**config.mk**
```make
export PLATFORM = sky130hd
export DESIGN_NAME = gpio_irq_router
export DESIGN_NICKNAME = d
export VERILOG_FILES = /design/src/rtl/gpio_irq_pkg.sv /design/src/rtl/gpio_sync.sv /design/src/rtl/gpio_regfile.sv /design/src/rtl/gpio_irq_route.sv /design/src/rtl/gpio_irq_router.sv
export SDC_FILE = /design/constraint.sdc
export NUM_CORES = 1
export LEC_CHECK = 0
export BUFFER_PORTS_ARGS = -buffer_cell sky130_fd_sc_hd__buf_2
export CAP_MARGIN = 20
export CORE_UTILIZATION = 32
export CTS_BUF_LIST = sky130_fd_sc_hd__clkbuf_16
export DETAILED_ROUTE_END_ITERATION = 7
export PLACE_DENSITY = 0.58
export SLEW_MARGIN = 30
export SYNTH_ARGS = -nofsm -noshare
export SYNTH_HDL_FRONTEND = slang
export SYNTH_HIERARCHICAL = 1
export SYNTH_SLANG_ARGS = --single-unit
```
**constraint.sdc**
```tcl
create_clock -name clk -period 5.04 [get_ports clk]
set_input_delay 0.756 -clock clk [delete_from_list [all_inputs] [get_ports clk]]
set_output_delay 0.756 -clock clk [all_outputs]
set_load 0.05 [all_outputs]
```
**src/rtl/gpio_irq_pkg.sv**
```systemverilog
package gpio_irq_pkg;

    localparam int unsigned REG_W = 32;

    localparam int unsigned OFF_DATA = 32'h00;
    localparam int unsigned OFF_OUT  = 32'h04;
    localparam int unsigned OFF_DIR  = 32'h08;
    localparam int unsigned OFF_MASK = 32'h0C;
    localparam int unsigned OFF_POL  = 32'h10;
    localparam int unsigned OFF_EDGE = 32'h14;
    localparam int unsigned OFF_BYP  = 32'h18;
    localparam int unsigned OFF_MAP  = 32'h20;

    localparam logic [7:0] ROUTE_NONE = 8'hFF;

    typedef enum logic [1:0] {
        BUS_IDLE   = 2'd0,
        BUS_SETUP  = 2'd1,
        BUS_ACCESS = 2'd2
    } bus_state_e;

endpackage

```
**src/rtl/gpio_sync.sv**
```systemverilog
module gpio_sync #(
    parameter int unsigned W = 32
) (
    input  logic         clk,
    input  logic         rst_n,
    input  logic [W-1:0] d,
    output logic [W-1:0] q
);

    logic [W-1:0] stage1_q;
    logic [W-1:0] stage2_q;

    always_ff @(posedge clk) begin
        if (!rst_n) begin
            stage1_q <= '0;
            stage2_q <= '0;
        end else begin
            stage1_q <= d;
            stage2_q <= stage1_q;
        end
    end

    assign q = stage2_q;

endmodule

```
**src/rtl/gpio_regfile.sv**
```systemverilog
module gpio_regfile
    import gpio_irq_pkg::*;
#(
    parameter int unsigned NLINES = 32,
    parameter int unsigned ADDR_W = 8
) (
    input  logic                    clk,
    input  logic                    rst_n,
    input  logic                    psel,
    input  logic                    penable,
    input  logic                    pwrite,
    input  logic [ADDR_W-1:0]       paddr,
    input  logic [REG_W-1:0]        pwdata,
    output logic [REG_W-1:0]        prdata,
    input  logic [NLINES-1:0]       sync_in,
    output logic [NLINES-1:0]       out_q,
    output logic [NLINES-1:0]       dir_q,
    output logic [NLINES-1:0]       mask_q,
    output logic [NLINES-1:0]       pol_q,
    output logic [NLINES-1:0]       edge_q,
    output logic [NLINES-1:0][7:0]  map_q,
    output bus_state_e              bus_state
);

    localparam int unsigned MAP_WORDS = (NLINES + 3) / 4;
    localparam int unsigned MAP_END   = OFF_MAP + 4 * MAP_WORDS;

    bus_state_e        state_q;
    bus_state_e        state_d;
    logic              commit;
    logic              rd_en;
    logic [NLINES-1:0] byp_q;
    logic [REG_W-1:0]  rd_word;
    int unsigned       addr_i;

    assign addr_i = int'(paddr);

    // State register
    always_ff @(posedge clk) begin
        if (!rst_n) state_q <= BUS_IDLE;
        else        state_q <= state_d;
    end

    // Next-state logic
    always_comb begin
        state_d = state_q;
        unique case (state_q)
            BUS_IDLE: begin
                if (psel && !penable) state_d = BUS_SETUP;
            end
            BUS_SETUP: begin
                if (psel && penable)  state_d = BUS_ACCESS;
                else if (!psel)       state_d = BUS_IDLE;
            end
            BUS_ACCESS: begin
                if (psel && !penable) state_d = BUS_SETUP;
                else                  state_d = BUS_IDLE;
            end
            default: state_d = BUS_IDLE;
        endcase
    end

    // Outputs of the state machine
    always_comb begin
        commit = 1'b0;
        rd_en  = 1'b0;
        unique case (state_q)
            BUS_IDLE:   rd_en  = psel && !pwrite;
            BUS_SETUP: begin
                commit = psel && penable && pwrite;
                rd_en  = psel && !pwrite;
            end
            BUS_ACCESS: rd_en  = psel && !pwrite;
            default: begin
                commit = 1'b0;
                rd_en  = 1'b0;
            end
        endcase
    end

    assign bus_state = state_q;

    // Line-wide registers
    always_ff @(posedge clk) begin
        if (!rst_n) begin
            out_q  <= '0;
            dir_q  <= '0;
            mask_q <= '0;
            pol_q  <= '0;
            edge_q <= '0;
            byp_q  <= '0;
        end else if (commit) begin
            case (addr_i)
                OFF_OUT:  out_q  <= pwdata[NLINES-1:0];
                OFF_DIR:  dir_q  <= pwdata[NLINES-1:0];
                OFF_MASK: mask_q <= pwdata[NLINES-1:0];
                OFF_POL:  pol_q  <= pwdata[NLINES-1:0];
                OFF_EDGE: edge_q <= pwdata[NLINES-1:0];
                OFF_BYP:  byp_q  <= pwdata[NLINES-1:0];
                default: ;
            endcase
        end
    end

    // Routing bytes, four per word
    genvar gi;
    generate
        for (gi = 0; gi < NLINES; gi++) begin : g_map
            localparam int unsigned WORD_ADDR = OFF_MAP + 4 * (gi / 4);
            localparam int unsigned LANE      = gi % 4;
            always_ff @(posedge clk) begin
                if (!rst_n)
                    map_q[gi] <= ROUTE_NONE;
                else if (commit && addr_i == WORD_ADDR)
                    map_q[gi] <= pwdata[8*LANE +: 8];
            end
        end
    endgenerate

    // Read multiplexer
    always_comb begin
        rd_word = '0;
        case (addr_i)
            OFF_DATA: rd_word = REG_W'(sync_in);
            OFF_OUT:  rd_word = REG_W'(out_q);
            OFF_DIR:  rd_word = REG_W'(dir_q);
            OFF_MASK: rd_word = REG_W'(mask_q);
            OFF_POL:  rd_word = REG_W'(pol_q);
            OFF_EDGE: rd_word = REG_W'(edge_q);
            OFF_BYP:  rd_word = REG_W'(byp_q);
            default: begin
                if (addr_i >= OFF_MAP && addr_i < MAP_END) begin
                    for (int i = 0; i < int'(NLINES); i++) begin
                        if (addr_i == OFF_MAP + 4 * (i / 4))
                            rd_word[8*(i%4) +: 8] = map_q[i];
                    end
                end
            end
        endcase
    end

    assign prdata = rd_en ? rd_word : '0;

endmodule

```
**src/rtl/gpio_irq_route.sv**
```systemverilog
module gpio_irq_route #(
    parameter int unsigned NLINES = 32,
    parameter int unsigned NIRQ   = 4
) (
    input  logic                   clk,
    input  logic                   rst_n,
    input  logic [NLINES-1:0]      sync_in,
    input  logic [NLINES-1:0]      mask,
    input  logic [NLINES-1:0]      pol,
    input  logic [NLINES-1:0]      edge_sel,
    input  logic [NLINES-1:0][7:0] map,
    output logic [NIRQ-1:0]        irq_out
);

    logic [NLINES-1:0]            prev_q;
    logic [NLINES-1:0]            level_hit;
    logic [NLINES-1:0]            edge_hit;
    logic [NLINES-1:0]            hit;
    logic [NIRQ-1:0][NLINES-1:0]  route;
    logic [NIRQ-1:0]              irq_d;

    always_ff @(posedge clk) begin
        if (!rst_n) prev_q <= '0;
        else        prev_q <= sync_in;
    end

    always_comb begin
        for (int i = 0; i < int'(NLINES); i++) begin
            level_hit[i] = pol[i] ? sync_in[i] : ~sync_in[i];
            edge_hit[i]  = pol[i] ? (sync_in[i] & ~prev_q[i])
                                  : (~sync_in[i] & prev_q[i]);
        end
        hit = mask & ((edge_sel & edge_hit) | (~edge_sel & level_hit));
    end

    genvar gj, gl;
    generate
        for (gj = 0; gj < NIRQ; gj++) begin : g_out
            for (gl = 0; gl < NLINES; gl++) begin : g_line
                assign route[gj][gl] = (map[gl] == 8'(gj));
            end
            assign irq_d[gj] = |(hit & route[gj]);
        end
    endgenerate

    always_ff @(posedge clk) begin
        if (!rst_n) irq_out <= '0;
        else        irq_out <= irq_d;
    end

endmodule

```
**src/rtl/gpio_irq_router.sv**
```systemverilog
module gpio_irq_router
    import gpio_irq_pkg::*;
#(
    parameter int unsigned NLINES = 32,
    parameter int unsigned NIRQ   = 4,
    parameter int unsigned ADDR_W = 8
) (
    input  logic              clk,
    input  logic              rst_n,
    input  logic              psel,
    input  logic              penable,
    input  logic              pwrite,
    input  logic [ADDR_W-1:0] paddr,
    input  logic [31:0]       pwdata,
    output logic [31:0]       prdata,
    input  logic [NLINES-1:0] pad_in,
    output logic [NLINES-1:0] pad_out,
    output logic [NLINES-1:0] pad_oe,
    output logic [NIRQ-1:0]   irq_out
);

    logic [NLINES-1:0]      sync_val;
    logic [NLINES-1:0]      out_q;
    logic [NLINES-1:0]      dir_q;
    logic [NLINES-1:0]      mask_q;
    logic [NLINES-1:0]      pol_q;
    logic [NLINES-1:0]      edge_q;
    logic [NLINES-1:0][7:0] map_q;
    bus_state_e             bus_state;

    gpio_sync #(.W(NLINES)) i_sync (
        .clk   (clk),
        .rst_n (rst_n),
        .d     (pad_in),
        .q     (sync_val)
    );

    gpio_regfile #(.NLINES(NLINES), .ADDR_W(ADDR_W)) i_regs (
        .clk       (clk),
        .rst_n     (rst_n),
        .psel      (psel),
        .penable   (penable),
        .pwrite    (pwrite),
        .paddr     (paddr),
        .pwdata    (pwdata),
        .prdata    (prdata),
        .sync_in   (sync_val),
        .out_q     (out_q),
        .dir_q     (dir_q),
        .mask_q    (mask_q),
        .pol_q     (pol_q),
        .edge_q    (edge_q),
        .map_q     (map_q),
        .bus_state (bus_state)
    );

    gpio_irq_route #(.NLINES(NLINES), .NIRQ(NIRQ)) i_route (
        .clk      (clk),
        .rst_n    (rst_n),
        .sync_in  (sync_val),
        .mask     (mask_q),
        .pol      (pol_q),
        .edge_sel (edge_q),
        .map      (map_q),
        .irq_out  (irq_out)
    );

    assign pad_out = out_q;
    assign pad_oe  = dir_q;

endmodule

```
## Word level (Yosys, flattened, before mapping)

Index checks and enable logic that the tools add are counted.

| storage, ports and cells | value |
|---|---|
| output and inout port bits | 100 |
| register bits | 550 |

| operators by class | value |
|---|---|
| equal/unequal tests | 114 |
| mux-type cells | 106 |
| order comparisons | 2 |
| bitwise gates (word level) | 137 |
| reductions and logical operators | 61 |

Operator list:

| kind | count |
|---|---|
| 8-bit by 2-bit == test with 1-bit output (second input constant) | 64 |
| 8-bit by 1-bit == test with 1-bit output (second input constant) | 32 |
| 8-bit zero test | 32 |
| 8-bit 2-to-1 mux | 32 |
| 32-bit bitwise AND | 7 |
| 32-bit case mux with 7 select lines | 1 |
| 32-bit OR reduction | 4 |
| 1-bit 2-to-1 mux | 67 |
| 1-bit bitwise AND | 64 |
| 8-bit by 6-bit == test with 1-bit output (second input constant) | 8 |
| 32-bit 2-to-1 mux | 2 |
| 1-bit NOT | 64 |
| 32-bit zero test | 1 |
| 32-bit NOT | 1 |
| 32-bit bitwise OR | 1 |
| 8-bit by 5-bit == test with 1-bit output (second input constant) | 3 |
| 8-bit by 4-bit == test with 1-bit output (second input constant) | 2 |
| 2-bit AND reduction | 7 |
| 1-bit logical AND | 13 |
| 8-bit by 3-bit == test with 1-bit output (second input constant) | 1 |
| 8-bit by 6-bit greater-or-equal comparator with 1-bit output (second input constant) | 1 |
| 8-bit by 7-bit less-than comparator with 1-bit output (second input constant) | 1 |
| 2-bit 2-to-1 mux | 3 |
| 2-bit case mux with 3 select lines | 1 |
| 7 further kinds | 8 |

## Logic depth before layout (Yosys ltp)

| depth | value |
|---|---|
| depth in word-level cells | 12 |
| mapped depth | 9 |
| depth with buffers taken out | 6 |

## Cells and area by module

The synthesis kept the hierarchy.

Modules (own cells, without submodules):

| module | cells an instance | instances | area each (µm²) |
|---|---|---|---|
| gpio_regfile | 2530 | 1 | 20534.7 |
| gpio_irq_route | 541 | 1 | 3808.7 |
| gpio_sync | 134 | 1 | 1791.7 |

## Worst setup path after synthesis

No wires, ideal clock.

| timing path | value |
|---|---|
| kind | in2out |
| from | input paddr[2] |
| to | output prdata[25] |
| path slack | 1059 ps |
| arrival | 3225 ps |
| stages on the path | 7 |
| buffers on the path | 5 |
| path through | buf_2 > buf_2 > buf_2 > clkbuf_1 > clkbuf_1 > a21oi_1 > a221oi_1 |

| on the way | value |
|---|---|
| word-level cells in the longest chain between the ends | 12 |
| elaborated cells between the ends (all ways) | 29 |
| classes of those cells | order compare (2); eq/ne (14); mux (11); reduce/logical (2) |

Ends and longest elaborated chain:

| item | line | source |
|---|---|---|
| start: declaration | gpio_irq_router.sv:13 | `input logic [ADDR_W-1:0] paddr,` |
| 8-bit by 6-bit == test with 1-bit output | gpio_regfile.sv:134 | `if (addr_i == OFF_MAP + 4 * (i / 4))` |
| 8-bit 2-to-1 mux (8 in a row) | gpio_regfile.sv:134 |  |
| 32-bit 2-to-1 mux | gpio_regfile.sv:132 | `if (addr_i >= OFF_MAP && addr_i < MAP_END) begin` |
| 32-bit case mux with 7 select lines * | gpio_regfile.sv:123 | `case (addr_i)` |
| 32-bit 2-to-1 mux * | gpio_regfile.sv:142 | `assign prdata = rd_en ? rd_word : '0;` |
| end: declaration | gpio_irq_router.sv:15 | `output logic [31:0] prdata,` |

Every way passes the cells marked *; elsewhere a longest branch is shown, timed or not.

## Final worst setup path

| timing path | value |
|---|---|
| from | input paddr[2] |
| to | output prdata[8] |

Same word-level chain as after synthesis.

==> results list <==
* Worst-path fanout max: 38
- Die Wd: ~290 um
- Count of cells along the worst register-to-register path: 6
- Worst Tran Pin Value: approximately 1.1 ns
- During placement, the flow inserted port buffers numbering between 150 and 200.
- Top-area cell type share of the netlist area: 0.4213
* Total of endpoints with negative setup slack in the final report: 0
- Clock root buffer: sky130_fd_sc_hd__clkbuf_16
- Headroom to the max-slew limit: 0.2838
* Setup repair after global routing missed its margin: no
- The final reports fail on DRC.
- Time the worst path needs with I/O delays and setup: 4.280 ns
- The die is ~290 um tall.
- Crit path cell chain: buf_6 > buf_4 > mux4_2 > a21oi_1 > o22ai_1 > buf_2
- After routing the design area is 0.03007 mm^2.
- Worst Hold Margin: slightly above 0.3 ns
- Most used DFF post-synth: sky130_fd_sc_hd__dfxtp_1
- Power density over cell area: 309.2 mW/mm^2
- Cells resized by post-CTS repair: 0
- The later pin in the worst-skew pair is clocked with a latency of ~0.64 ns.
* Worst hold path depth: 2
* Ranking of synthesized cells by area: sky130_fd_sc_hd__dfxtp_1, sky130_fd_sc_hd__nand2_1, sky130_fd_sc_hd__nand3_1, sky130_fd_sc_hd__mux2i_1, sky130_fd_sc_hd__mux4_2
- At the end of the flow, the number of nets in the layout was 3345.
* Global-route wire length before repair: roughly 160 mm
- Cell count after placement: 4264
- The number of setup buffers added after CTS is 0.
- Num ports: 177
- The worst setup path is launched from an input pin.
- Number of synthesis warnings: 6
- Counting every sink on the clock net gives between 500 and 600.
- Final weighted congestion in routability-driven placement: around 1.1
* All-layer global routing usage: 0.2656
* Number of cells in the finished layout apart from fillers: 4375
* Effective utilization at floorplan: 0.3239
* Overflow left after global routing: 0
- Total of hold buffers inserted after clock tree synthesis: 0
- TritonCTS built the clock tree.
- On the final layout, the worst clock skew is 0.01436 ns.
- Layout area overhead: 15.06%
* Max Clk Rate: about 0.23 GHz
- Sorting the synthesized cells by how often they occur yields sky130_fd_sc_hd__nand2_1, sky130_fd_sc_hd__dfxtp_1, sky130_fd_sc_hd__nand3_1.
- For this run, asynchronously set or reset flops after synthesis account for 0.
* Cell area after placement: 0.02814 mm^2
- The clock passes through at most 3 buffers.
- In this run the register-to-register setup slack is roughly 2.1 ns.
* Number of distinct library cells after synthesis: 76
* Maximum VDD drop: 0.2767 mV
* Flop and latch count out of synthesis: 550
- Summed over all instances, the cell type with the most area after synthesis is sky130_fd_sc_hd__dfxtp_1.
- Adding up every negative setup slack in the final design gives 0 ns.
- The share of the Yosys chip area taken by registers is 0.4213.
- First-iteration detailed-routing DRC count: a little over 3000
- The number of antenna violations at the first check in global routing was 6.
- CP Capture Type: primary output
- Summing over every cut layer, the via total after detailed routing is about 25000.
* Total wire length: 112.6 mm
* Hpwl dp: 80.38 mm
* Stage delay of the slowest cell on the critical path: between 0.6 and 0.7 ns
* Buffering stage count on the worst path with inverters included: 3
* Number of synthesized flops with an enable pin: 0
- Hold Violations, Final: 0
- Among cell families on the critical path, the largest total delay comes from buffers and inverters.
* Count of standard-cell rows: about 100
* Critical path depth: 6
- Data arrival time at the worst-slack endpoint: about 3.5 ns
- Required time of the critical path: approximately 4.3 ns
* Level count of the clock H-tree: 2
- Largest net degree at the start of global routing: between 150 and 200
- Averaged over all synthesized cells, the footprint is 8.154 um^2.
- Detailed Routing Iterations Pass 1: 8
- The die covers between 0.08 and 0.09 mm^2.
- For this design, the slowest cell found on the critical path is sky130_fd_sc_hd__mux4_2.
- Most frequently used cell type in the post-synthesis netlist: sky130_fd_sc_hd__nand2_1
- Leak: approximately 12 nW
- After detailed routing, the average wire length per cell comes to between 20 and 30 um.
* Overall power consumption: 9.298 mW
- Mean number of vias per cell: 5.761
* Clock input transition at the sequential cells of the worst setup and hold paths: 0.06 ns
- Core region area: between 0.08 and 0.09 mm^2
- Of the cells placed in the final design, the portion with a size suffix greater than 1 is 0.1608.
- The final number of max-transition violations came to 0.
- Number of maximum-capacitance violations: 0
- Class of the tightest hold or removal check: in -> reg
- Number of design rule violations left after detail routing: 45
- The cell count after synthesis came out at about 3200.
* Number of global-route vias before repair: 22700
- Final period utilization: 0.8492
* Number of buffers created by CTS: around 60
- The number of nets handed over by synthesis was approximately 3300.
* Remaining number of nets flagged by the antenna check after routing: 0
- Summing every instance area after synthesis gives about 0.026 mm^2.
- Critical path class: in -> out
* Run status: complete, but fails checks
per-stage QoR:
stage                     worst slack [ns]    util
after floorplan                      1.059       -
after global placement              0.8948  0.3484
after global routing                0.7839  0.3727
after detailed placement            0.9064  0.3487
final                               0.7602  0.3727
after CTS                           0.9105  0.3726
cells by family (layout without fill, tap and decap cells):
logic type / Yosys count / after routing / synth area share
AO/OA/AOI/OAI: 466 / 466 / 0.1250
buffers and inverters: 274 / 383 / 0.04452
flip-flops: 550 / 550 / 0.4213
multiplexers: 178 / 178 / 0.08976
other: 0 / 1 / 0
AND/OR/NAND/NOR: 1737 / 1737 / 0.3194
layout make-up:
| type | count | area, um^2 |
|---|---|---|
| Multi-Input combinational cell | 2381 | 14080 |
| Fill cell | 8310 | 50610 |
| Sequential cell | 550 | 11010 |
| Timing Repair Buffer | 258 | 1667 |
| Tap cell | 1060 | 1326 |
| Inverter | 16 | 60.06 |
| Clock buffer | 61 | 1526 |
| Clock inverter | 48 | 399.1 |
| Antenna cell | 1 | 2.502 |
placed cells by master, fill, tap and decap left out, types with 16 or more instances in the layout:
cell,instances
sky130_fd_sc_hd__nand2_1,837
sky130_fd_sc_hd__mux4_2,41
sky130_fd_sc_hd__nor4b_1,40
sky130_fd_sc_hd__and2_2,64
sky130_fd_sc_hd__or3_1,25
sky130_fd_sc_hd__a22oi_1,50
sky130_fd_sc_hd__nor2_1,135
sky130_fd_sc_hd__o21ai_0,61
sky130_fd_sc_hd__nor2b_1,69
sky130_fd_sc_hd__inv_1,32
sky130_fd_sc_hd__a21oi_1,53
sky130_fd_sc_hd__mux2i_1,96
sky130_fd_sc_hd__nor3_1,73
sky130_fd_sc_hd__dfxtp_1,550
sky130_fd_sc_hd__a21boi_1,65
sky130_fd_sc_hd__nand3_1,293
sky130_fd_sc_hd__buf_2,169
sky130_fd_sc_hd__mux2_2,41
sky130_fd_sc_hd__nor3b_1,30
sky130_fd_sc_hd__o22ai_1,58
sky130_fd_sc_hd__nand2b_1,32
sky130_fd_sc_hd__nand4b_1,16
sky130_fd_sc_hd__a21boi_0,93
sky130_fd_sc_hd__clkbuf_16,61
sky130_fd_sc_hd__nor4_1,20
sky130_fd_sc_hd__buf_4,74
sky130_fd_sc_hd__and2_1,33
report_power, final:
| part | leakage, nW | internal, mW | switching (mW) |
|---|---|---|---|
| Sequential | 4.46 | 4.38 | 0.0218 |
| Combinational | 6.12 | 0.151 | 0.358 |
| Clock | 0.994 | 2.46 | 1.93 |
sequential cells by signal (all words and copies together), names as in the netlist:
register          flops
i_regs/bus_state      2
i_regs/edge_q        32
i_sync/q             32
i_sync/stage1_q      32
i_route/prev_q       32
i_regs/out_q         32
i_regs/mask_q        32
i_regs/dir_q         32
i_regs/byp_q         32
i_regs/map_q        256
i_route/irq_out       4
i_regs/pol_q         32
metal layers:
| layer | GRT usage | wire length, um | share of wire |
|---|---|---|---|
| met1 | 0.3579 | 46730 | 0.41 |
| met2 | 0.3971 | 48230 | 0.43 |
| met3 | 0.06458 | 12110 | 0.11 |
| met4 | 0.1239 | 5551 | 0.049 |
| met5 | 0 | 11 | 0.000098 |
path summary, 6_finish.rpt:
path | startpoint | endpoint
hold / removal | penable | i_regs/bus_state[0]
setup reg to reg | i_regs/edge_q[10] | i_route/irq_out[3]
hold reg to reg | i_sync/stage1_q[10] | i_sync/q[10]
setup / recovery | paddr[2] | prdata[8]
worst register-to-register path, delay by kind of cell (launching register included):
kind | cells | cell delay (ns)
AO/OA/AOI/OAI | 4 | 1.90
flip-flops | 1 | 0.39
AND/OR/NAND/NOR | 2 | 0.51
Note: power is estimated with default switching activity, not from simulation.
